`src/rtl/bsram_pkg.sv`:
```
package bsram_pkg;

    localparam int LANES  = 4;
    localparam int LANE_W = 9;
    localparam int DATA_W = LANES * LANE_W;

    // Kind of cycle decoded from enables and strobes at a clock edge.
    typedef enum logic [2:0] {
        OP_DESEL,
        OP_BEGIN_P,
        OP_BEGIN_C,
        OP_NEXT,
        OP_HOLD
    } op_e;

    // Lanes written this cycle; an all-zero mask means a read.
    function automatic logic [LANES-1:0] lane_mask(
        input logic             all_n,
        input logic             gate_n,
        input logic [LANES-1:0] be_n
    );
        if (!all_n)
            return '1;
        else if (!gate_n)
            return ~be_n;
        else
            return '0;
    endfunction

    // Low two address bits for a beat in the chosen burst order.
    function automatic logic [1:0] beat_bits(
        input logic [1:0] start,
        input logic [1:0] beat,
        input logic       interleave
    );
        return interleave ? (start ^ beat) : (start + beat);
    endfunction

endpackage

```
`src/rtl/bsram_seq.sv`:
```
module bsram_seq
    import bsram_pkg::*;
#(
    parameter int AW = 6
) (
    input  logic             clk,
    input  logic             rst,
    input  logic [AW-1:0]    addr,
    input  logic             cs_n,
    input  logic             cs_hi,
    input  logic             cs_lo_n,
    input  logic             sp_n,
    input  logic             sc_n,
    input  logic             adv_n,
    input  logic             all_n,
    input  logic             gate_n,
    input  logic [LANES-1:0] be_n,
    input  logic             interleave,
    output logic [AW-1:0]    acc_addr,
    output logic [LANES-1:0] acc_wmask,
    output logic             acc_go,
    output logic             acc_rd
);

    op_e           kind;
    logic          selected;
    logic          starting;
    logic          live_q;
    logic [AW-1:0] base_q;
    logic [1:0]    cnt_q;
    logic [AW-1:0] base_use;
    logic [1:0]    cnt_use;

    assign selected = !cs_n && cs_hi && !cs_lo_n;

    // The processor strobe counts only while the primary enable is low.
    always_comb begin
        if (!cs_n && !sp_n)
            kind = selected ? OP_BEGIN_P : OP_DESEL;
        else if (!sc_n)
            kind = selected ? OP_BEGIN_C : OP_DESEL;
        else if (!adv_n)
            kind = OP_NEXT;
        else
            kind = OP_HOLD;
    end

    always_comb begin
        starting = (kind == OP_BEGIN_P) || (kind == OP_BEGIN_C);
        base_use = starting ? addr : base_q;
        if (starting)
            cnt_use = 2'd0;
        else if (kind == OP_NEXT)
            cnt_use = cnt_q + 2'd1;
        else
            cnt_use = cnt_q;
        acc_go    = starting || (((kind == OP_NEXT) || (kind == OP_HOLD)) && live_q);
        acc_addr  = {base_use[AW-1:2], beat_bits(base_use[1:0], cnt_use, interleave)};
        acc_wmask = (acc_go && (kind != OP_BEGIN_P)) ? lane_mask(all_n, gate_n, be_n) : '0;
        acc_rd    = acc_go && (acc_wmask == '0);
    end

    always_ff @(posedge clk) begin
        if (rst) begin
            live_q <= 1'b0;
            base_q <= '0;
            cnt_q  <= 2'd0;
        end else begin
            if (starting)
                live_q <= 1'b1;
            else if (kind == OP_DESEL)
                live_q <= 1'b0;
            if (acc_go) begin
                base_q <= base_use;
                cnt_q  <= cnt_use;
            end
        end
    end

    // After a deselect, a continue cycle must not reach the array.
    assert_desel_stops_R5: assert property (@(posedge clk) disable iff (rst)
        (kind == OP_DESEL) |=> (!((kind == OP_NEXT) || (kind == OP_HOLD)) || !acc_go));

    assert_linear_step_R3: assert property (@(posedge clk) disable iff (rst)
        (acc_go && kind == OP_NEXT && !interleave && $past(acc_go) && !$past(interleave))
        |-> (acc_addr[1:0] == $past(acc_addr[1:0]) + 2'd1
             && acc_addr[AW-1:2] == $past(acc_addr[AW-1:2])));

    assert_interleave_step_R2: assert property (@(posedge clk) disable iff (rst)
        (acc_go && kind == OP_NEXT && interleave && $past(acc_go) && $past(interleave))
        |-> (acc_addr[0] != $past(acc_addr[0])
             && acc_addr[AW-1:2] == $past(acc_addr[AW-1:2])));

    assert_hold_same_R8: assert property (@(posedge clk) disable iff (rst)
        (acc_go && kind == OP_HOLD && $past(acc_go) && $stable(interleave))
        |-> (acc_addr == $past(acc_addr)));

endmodule

```
`src/rtl/bsram_array.sv`:
```
module bsram_array
    import bsram_pkg::*;
#(
    parameter int AW = 6
) (
    input  logic              clk,
    input  logic              rst,
    input  logic [AW-1:0]     acc_addr,
    input  logic [LANES-1:0]  acc_wmask,
    input  logic              acc_rd,
    input  logic [DATA_W-1:0] wdata,
    output logic [DATA_W-1:0] rdata_q,
    output logic              rd_vld_q
);

    localparam int DEPTH = 1 << AW;

    logic [AW-1:0] rd_addr_q;
    logic          rd_pend_q;

    // Address stage, then output register: read data lands one edge later.
    always_ff @(posedge clk) begin
        if (rst) begin
            rd_pend_q <= 1'b0;
            rd_vld_q  <= 1'b0;
        end else begin
            rd_pend_q <= acc_rd;
            rd_vld_q  <= rd_pend_q;
        end
    end

    always_ff @(posedge clk) begin
        rd_addr_q <= acc_addr;
    end

    for (genvar g = 0; g < LANES; g++) begin : g_lane
        logic [LANE_W-1:0] store [DEPTH];
        logic [LANE_W-1:0] out_q;

        always_ff @(posedge clk) begin
            if (acc_wmask[g])
                store[acc_addr] <= wdata[g*LANE_W +: LANE_W];
            if (rd_pend_q)
                out_q <= store[rd_addr_q];
        end

        assign rdata_q[g*LANE_W +: LANE_W] = out_q;
    end

endmodule

```
`src/rtl/bsram_drive.sv`:
```
module bsram_drive (
    input  logic clk,
    input  logic rst,
    input  logic wr_now,
    input  logic rd_vld,
    input  logic oe_n,
    output logic rdata_drive
);

    logic wr_q;

    always_ff @(posedge clk) begin
        if (rst)
            wr_q <= 1'b0;
        else
            wr_q <= wr_now;
    end

    // Output enable has no clock; a sampled write overrides it.
    assign rdata_drive = rd_vld && !wr_q && !oe_n;

    assert_float_on_write_R10: assert property (@(posedge clk) disable iff (rst)
        wr_now |=> !rdata_drive);

endmodule

```
`src/rtl/burst_sram_ctrl.sv`:
```
module burst_sram_ctrl
    import bsram_pkg::*;
#(
    parameter int ADDR_W = 6
) (
    input  logic              clk,
    input  logic              rst,
    input  logic [ADDR_W-1:0] addr,
    input  logic              cs_n,
    input  logic              cs_hi,
    input  logic              cs_lo_n,
    input  logic              strobe_proc_n,
    input  logic              strobe_ctl_n,
    input  logic              adv_n,
    input  logic              all_we_n,
    input  logic              byte_gate_n,
    input  logic [3:0]        byte_we_n,
    input  logic              burst_mode,
    input  logic              oe_n,
    input  logic [35:0]       wdata,
    output logic [35:0]       rdata,
    output logic              rdata_drive
);

    logic [ADDR_W-1:0] acc_addr;
    logic [LANES-1:0]  acc_wmask;
    logic              acc_go;
    logic              acc_rd;
    logic              rd_vld;

    bsram_seq #(.AW(ADDR_W)) u_seq (
        .clk        (clk),
        .rst        (rst),
        .addr       (addr),
        .cs_n       (cs_n),
        .cs_hi      (cs_hi),
        .cs_lo_n    (cs_lo_n),
        .sp_n       (strobe_proc_n),
        .sc_n       (strobe_ctl_n),
        .adv_n      (adv_n),
        .all_n      (all_we_n),
        .gate_n     (byte_gate_n),
        .be_n       (byte_we_n),
        .interleave (burst_mode),
        .acc_addr   (acc_addr),
        .acc_wmask  (acc_wmask),
        .acc_go     (acc_go),
        .acc_rd     (acc_rd)
    );

    bsram_array #(.AW(ADDR_W)) u_array (
        .clk       (clk),
        .rst       (rst),
        .acc_addr  (acc_addr),
        .acc_wmask (acc_wmask),
        .acc_rd    (acc_rd),
        .wdata     (wdata),
        .rdata_q   (rdata),
        .rd_vld_q  (rd_vld)
    );

    bsram_drive u_drive (
        .clk         (clk),
        .rst         (rst),
        .wr_now      (|acc_wmask),
        .rd_vld      (rd_vld),
        .oe_n        (oe_n),
        .rdata_drive (rdata_drive)
    );

    // The bus is driven only for a read taken two edges earlier.
    assert_drive_from_read_R9: assert property (@(posedge clk) disable iff (rst)
        rdata_drive |-> $past(acc_rd, 2));

    assert_write_needs_go_R1: assert property (@(posedge clk) disable iff (rst)
        (acc_wmask != '0) |-> acc_go);

endmodule

```
`config.mk`:
```
export PLATFORM = sky130hd
export DESIGN_NAME = burst_sram_ctrl
export DESIGN_NICKNAME = d
export VERILOG_FILES = /design/src/rtl/bsram_pkg.sv /design/src/rtl/bsram_seq.sv /design/src/rtl/bsram_array.sv /design/src/rtl/bsram_drive.sv /design/src/rtl/burst_sram_ctrl.sv
export SDC_FILE = /design/constraint.sdc
export NUM_CORES = 2
export LEC_CHECK = 0
export ABC_CLOCK_PERIOD_IN_PS = 4050
export CORE_ASPECT_RATIO = 0.7
export CORE_MARGIN = 3
export CORE_UTILIZATION = 65
export CTS_BUF_LIST = sky130_fd_sc_hd__clkbuf_8
export CTS_CLUSTER_DIAMETER = 60
export CTS_CLUSTER_SIZE = 10
export DETAILED_ROUTE_END_ITERATION = 8
export DONT_BUFFER_PORTS = 1
export PLACE_DENSITY_LB_ADDON = 0.15
export SLEW_MARGIN = 0
export SYNTH_ARGS = -nofsm -noshare
export SYNTH_HDL_FRONTEND = slang
export SYNTH_SLANG_ARGS = --single-unit
```
`constraint.sdc`:
```
create_clock -name clk -period 4.05 [get_ports clk]
set_clock_uncertainty 0.1 [all_clocks]
set_input_delay 0.405 -clock clk [delete_from_list [all_inputs] [get_ports clk]]
set_output_delay 0.405 -clock clk [all_outputs]
set_load 0.05 [all_outputs]
```
# After elaboration in Yosys (flattened, before gate mapping)
# Memories as Yosys holds them, arrays and structs flattened. A register that Yosys moved wholly into a read port is not among the register bits.
# Index checks and enable logic that the tools add are counted.
# Widths: inputs -> output; s select.
dict set report word_totals {
  ram_bits 2304
  mem_count 4
  input_bits 58
  reg_bits 18
  word_cells 62
  out_inout_bits 37
}
# name words word_bits read_ports rd_clocked_by_memory_dff wr line
set mem_list {}
lappend mem_list {{u_array.g_lane[0].store} 64 9 1 1 1 bsram_array.sv:37} ;# logic [LANE_W-1:0] store [DEPTH];
lappend mem_list {{u_array.g_lane[1].store} 64 9 1 1 1 bsram_array.sv:37}
lappend mem_list {{u_array.g_lane[2].store} 64 9 1 1 1 bsram_array.sv:37}
lappend mem_list {{u_array.g_lane[3].store} 64 9 1 1 1 bsram_array.sv:37}
dict set report classes {
  n_eq_ne 5
  n_addsub 2
  bitwise_logic 2
  reduce_logical 20
  n_mux 22
}
# cell count
set ops {}
lappend ops {{$mux 4} 3}
lappend ops {{$mux 1} 11}
lappend ops {{$mux 3} 3}
lappend ops {{$logic_and 1x1->1} 8}
lappend ops {{$mux 2} 4}
lappend ops {{$eq 3x2->1 const B} 2}
lappend ops {{$mux 6} 1}
lappend ops {{$logic_not 1->1} 5}
lappend ops {{$logic_not 4->1} 1}
lappend ops {{$not 4->4} 1}
lappend ops {{$reduce_or 4->1} 1}
lappend ops {{$eq 3x1->1 const B} 1}
lappend ops {{$eq 3x3->1 const B} 1}
lappend ops {{$logic_not 3->1} 1}
lappend ops {{$logic_or 1x1->1} 3}
lappend ops {{$ne 3x1->1 const B} 1}
lappend ops {{$add 2x1->2 const B} 1}
lappend ops {{$add 2x2->2} 1}
lappend ops {{$reduce_bool 2->1} 1}
lappend ops {{$xor 2x2->2} 1}

# Longest topological paths before layout
dict set report depth {
  ltp_word 14
  mapped_depth 12
  depth_no_buf 9
}

# Modules after synthesis
# From an unflattened synthesis, not the netlist that was laid out.
dict set report unflattened {
  cells_unflattened 4144
  hier_area_um2 90931.0
}
# mod seq_area_each_um2 cells_per_inst instances area_per_inst_um2
set by_module_without_submodules {}
lappend by_module_without_submodules {bsram_array 70427.5 4071 1 90252.8}
lappend by_module_without_submodules {bsram_seq 180.2 69 1 631.9}
lappend by_module_without_submodules {bsram_drive 20.0 3 1 38.8}
lappend by_module_without_submodules {burst_sram_ctrl 0.0 1 1 7.5}

# Worst setup path before layout
# No wires, ideal clock.
dict set report synth_timing {
  path_type {in2reg}
  startpoint {in cs_n}
  endpoint {mem u_array.g_lane[1].store[32][0], enable pin}
  setup_ns 0.387
  setup_slack_ns 0.606
  n_path_buf 4
  required_ns 3.563
  t_arrival_ns 2.957
  cell_stages 12
  path_cell_list {or3b_1 buf_2 nor2_4 buf_2 nand2_1 nand2_1 ha_1 nand2b_1 xor2_2 buf_6 buf_4 nor3_1}
}
dict set report synth_via {
  elab_cells_between_ends 27
  cone_classes {1 x add/sub; 5 x eq/ne; 11 x mux; 1 x bitwise; 9 x reduce/logical}
}
# element line
set synth_rtl {}
lappend synth_rtl {{start, declared} burst_sram_ctrl.sv:9} ;# input logic cs_n,
lappend synth_rtl {{$logic_not 1->1 (*)} {bsram_seq.sv:34, bsram_seq.sv:38}}
lappend synth_rtl {{$logic_and 1x1->1 (2 in series)} bsram_seq.sv:34} ;# assign selected = !cs_n && cs_hi && !cs_lo_n;
lappend synth_rtl {{$mux 2} bsram_seq.sv:41} ;# kind = selected ? OP_BEGIN_C : OP_DESEL;
lappend synth_rtl {{$mux 3} bsram_seq.sv:40} ;# else if (!sc_n)
lappend synth_rtl {{$mux 3 (*)} bsram_seq.sv:38} ;# if (!cs_n && !sp_n)
lappend synth_rtl {{$eq 3x1->1 / $eq 3x2->1 (equally long branches)} bsram_seq.sv:49} ;# starting = (kind == OP_BEGIN_P) || (kind == OP_BEGIN_C);
lappend synth_rtl {{$logic_or 1x1->1 (*)} bsram_seq.sv:49}
lappend synth_rtl {{$mux 6 (*)} bsram_seq.sv:50} ;# base_use = starting ? addr : base_q;
lappend synth_rtl {{via u_seq.base_use[0]} bsram_seq.sv:31} ;# logic [AW-1:0] base_use;
lappend synth_rtl {{$add 2x2->2 / $xor 2x2->2 (equally long branches)} bsram_pkg.sv:36} ;# return interleave ? (start ^ beat) : (start + beat);
lappend synth_rtl {{$mux 2 (*)} bsram_pkg.sv:36}
lappend synth_rtl {{end, declared} bsram_array.sv:37}
# Mark *: on every way through the listed nets, which the timed path passes. The rest lies on a longest branch.

# Final worst setup path
dict set report layout_timing {
  startpoint {in cs_n}
  endpoint {mem u_array.g_lane[2].store[41][2], enable pin}
}
dict set report layout_via {
  elab_cells_between_ends 27
  cone_classes {1 x add/sub; 5 x eq/ne; 11 x mux; 1 x bitwise; 9 x reduce/logical}
}
# element line
set layout_rtl {}
lappend layout_rtl {{$logic_not 1->1 (*)} {bsram_seq.sv:34, bsram_seq.sv:38}}
lappend layout_rtl {{$logic_and 1x1->1 (2 in series)} bsram_seq.sv:34}
lappend layout_rtl {{$mux 2} bsram_seq.sv:41}
lappend layout_rtl {{$mux 3} bsram_seq.sv:40}
lappend layout_rtl {{$mux 3 (*)} bsram_seq.sv:38}
lappend layout_rtl {{$eq 3x1->1 / $eq 3x2->1 (equally long branches)} bsram_seq.sv:49}
lappend layout_rtl {{$logic_or 1x1->1 (*)} bsram_seq.sv:49}
lappend layout_rtl {{$mux 6 (*)} bsram_seq.sv:50}
lappend layout_rtl {{via u_seq.base_use[0]} bsram_seq.sv:31}
lappend layout_rtl {{$add 2x2->2 / $xor 2x2->2 (equally long branches)} bsram_pkg.sv:36}
lappend layout_rtl {{$mux 2 (*)} bsram_pkg.sv:36}
lappend layout_rtl {{end, declared} bsram_array.sv:37}
# Marks and branches as above.

==> impl_metrics.yaml <==
timing:
  finalHoldViolCount: 0
  worst_pin_slew_ns: 1.32
  finalCriticalPeriod_ns: 4.00
  clock.fmax_ghz: 0.250
  setup_viol: 0
  timing.slew.headroom_pct: 11.5
  timing.final.crit_share_pct: 98.6
  fin_worst_hold_slack_ns: 0.0862
  setup_ws_ns: 0.0547
  slew_violations: 0
  rsz0062_at_grt: "false"
  timing.setup.tns_ns: 0
placement:
  dpl.hpwl_um: 150000
  number_of_port_buffers: 0
  gp_routability_congestion: 0.881
  detailed_place.area_um2: 96000
  worst_setup_slack_before_clock_tree_synthesis_ns: 0.281
logic_synthesis:
  synth-async-reset-ratio_pct: 0
  ys_ff_latch: 2358
  synth_top_area_share_pct: 77.1
  ys_warn_count: 0
  postSynthCellCount: 4170
  yosysUniqueCellTypes: 62
  synth.net_count: 4229
  dominantRegCellSynth: "edfxtp_1"
  seq_area_frac_synth_pct: 77.5
  syn-cell-area_um2: 91100
  synth_largest_area_cell: "edfxtp_1"
  average_cell_area_after_synthesis_um2: 21.8
  synth_top_cells_by_area: "edfxtp_1 (77%), mux4_2 (14%), o22ai_1 (0.84%)"
  synth_enable_flop_cells: 2340
floorplan:
  start_util_pct: 65.7
  fp-row-count: 114
  top_level_ports: 95
  chipWidth_um: 453
  design.die.area_um2: 145000
  core_area_um2: 139000
  die_y_um: 319
cts:
  post_cts_resized: 0
  number_of_buffers_created_by_cts: 285
  cts-hold-fix-buffers: 99
  numClockSinks: 2358
  cts_htree_levels: 5
  cts_post_setup_buffers_inserted: 0
  cts_tree: "done"
  cts.reportedPaths.clkPinSlew_ns: 0.07
  clk-insertion-delay-late_ns: 1.05
  cts.path.max_buffers: 4
  clock_tree.root_cell: "clkbuf_8"
worst_setup_path:
  critical_path_arrival_ns: 4.59
  cp-end-kind: "flop"
  critPathKind: "in -> reg"
  critical_path_peak_fanout: 24
  cp.required_ns: 4.65
  startpoint_class: "primary input"
grt:
  globalRouteMet1Util_pct: 52.5
  grt_pass1_vias: 46700
  grt_first_pass_wirelength_um: 348000
  grt_max_degree: 97
  grt.met3_usage_pct: 10.7
  global_route.usage.total_pct: 34.3
  initial_antenna_violation_count: 12
  grt-busiest-layer: "met1"
  grt.overflow.total: 0
  gr-usage-met2_pct: 48.4
pwr:
  power.total_mw: 44.8
  peakVddDrop_mv: 0.395
  static-leakage-power_nw: 31.6
  power.density_nw_per_um2: 440
hold_path:
  min_path_type: "in -> reg"
layout:
  layout.cell_area.non_filler_um2: 102000
  layout-area-overhead-vs-synth_pct: 11.8
  final_cell_mix: "edfxtp_1 (2340), mux4_2 (563), buf_4 (425)"
  final_nets: 4822
  final_layout_size_suffix_gt1_share_pct: 31.2
  most_frequent_standard_cell_in_the_layout_excluding_fill_and_tap_cells: "edfxtp_1"
drt:
  wl_per_cell_um: 36.4
  final_antenna_net_count: 0
  detail_route.drc_violations: 0
  routed-via-count: 47900
  initialDrtViolationCount: 8245
  route.detailed.vias_per_inst: 7.18
  drt_wl_total_um: 243000
  detail_route.first_pass.iterations: 6
run:
  drv_cap: 0
run_status:
  run_status: "completed"
[kinds of logic after synthesis]
family / Yosys count / synth area share, %
AOI/OAI and AO/OA: 355 / 2.76
muxes: 676 / 15.2
and+or+nand+nor: 512 / 2.87
DFF: 2358 / 77.5
buffers and inverters: 263 / 1.52
adders and majority gates: 1 / 0.0137
xor gates and xnor gates: 5 / 0.0563
[worst paths after layout]
path                                            from                             end  slack (ns)  depth (start not counted)
worst max register to register  u_array.rd_addr_q[2]      u_array.g_lane[0].out_q[3]        0.43                          8
worst max-delay path                            cs_n  u_array.g_lane[2].store[41][2]        0.05                         13
worst min-delay path                         addr[3]  u_array.g_lane[3].store[59][5]        0.09                          5
worst min register to register        u_seq.cnt_q[1]                  u_seq.cnt_q[1]        0.51                          2
[sequential cells by signal (all words and copies together), names as in the netlist]
signal / flops
u_array.g_lane.store: 2304
u_seq.cnt_q: 2
u_array.g_lane.out_q: 36
u_seq.base_q: 6
u_drive.wr_q: 1
u_array.rd_addr_q: 6
u_array.rd_vld_q: 1
u_array.rd_pend_q: 1
u_seq.live_q: 1
[layout make-up]
type                    instances  area, um^2
diodes                         17        42.5
inverters                      16        60.1
clock inverters                37         164
clock buffers                 291        4010
flip-flops and latches       2358       70600
repair buffers                553        5390
well taps                    1856        2320
fillers                      7780       36800
multi-input cells            1549       19200
[power breakdown]
group | leakage, nW | internal (mW) | switching (mW)
Combinational | 8.20 | 1.40 | 2.12
Clock | 2.27 | 6.45 | 7.93
Sequential | 21.2 | 26.8 | 0.0941
Total | 31.6 | 34.7 | 10.1
[per-layer routing]
metal | up-vias | part of all wire, %
li1 | 18700 | -
met1 | 24900 | 38
met2 | 3866 | 45
met3 | 476 | 14
met4 | 4 | 3.2
met5 | - | 0.021
[critical path: stages]
cell           delay, ns
or3b_1              0.58
nor2_4              0.27
nand2_1             0.08
dlygate4sd3_1       0.58
nand2_1             0.07
dlygate4sd3_1       0.57
ha_1                0.17
nand2b_1            0.16
xor2_4              0.23
buf_12              0.19
buf_12              0.19
nor3_1              0.71
buf_4               0.31
[synth_stat cells (5+ instances only)]
library cell / number
edfxtp_1: 2340
mux4_2: 563
nor2_1: 175
o22ai_1: 122
nor3_1: 116
clkbuf_1: 83
buf_2: 75
nand2_1: 75
mux2_2: 64
buf_4: 58
mux2i_1: 49
a22oi_1: 40
a21oi_1: 37
o21ai_0: 37
nor3_2: 32
o221ai_1: 29
a211oi_1: 23
nand3_1: 21
buf_1: 19
dfxtp_1: 18
nor4_1: 18
inv_1: 16
nand2b_1: 16
nor2b_1: 15
o22a_1: 15
a221oi_1: 12
buf_6: 12
a22o_1: 9
and2_1: 9
nand2_4: 9
nand3b_1: 6
or2_2: 6
a2bb2oi_1: 5
o311ai_2: 5
[stage by stage]
| step | util (%) | instances |
|---|---|---|
| detailed placement | 69.2 | 6233 |
| floorplan | - | 4170 |
| global placement | 69.2 | 6233 |
| CTS | 73.4 | 6660 |
| finish | 73.4 | 6677 |
| global route | 73.4 | 6665 |
Power figures use the tool's default switching activity.
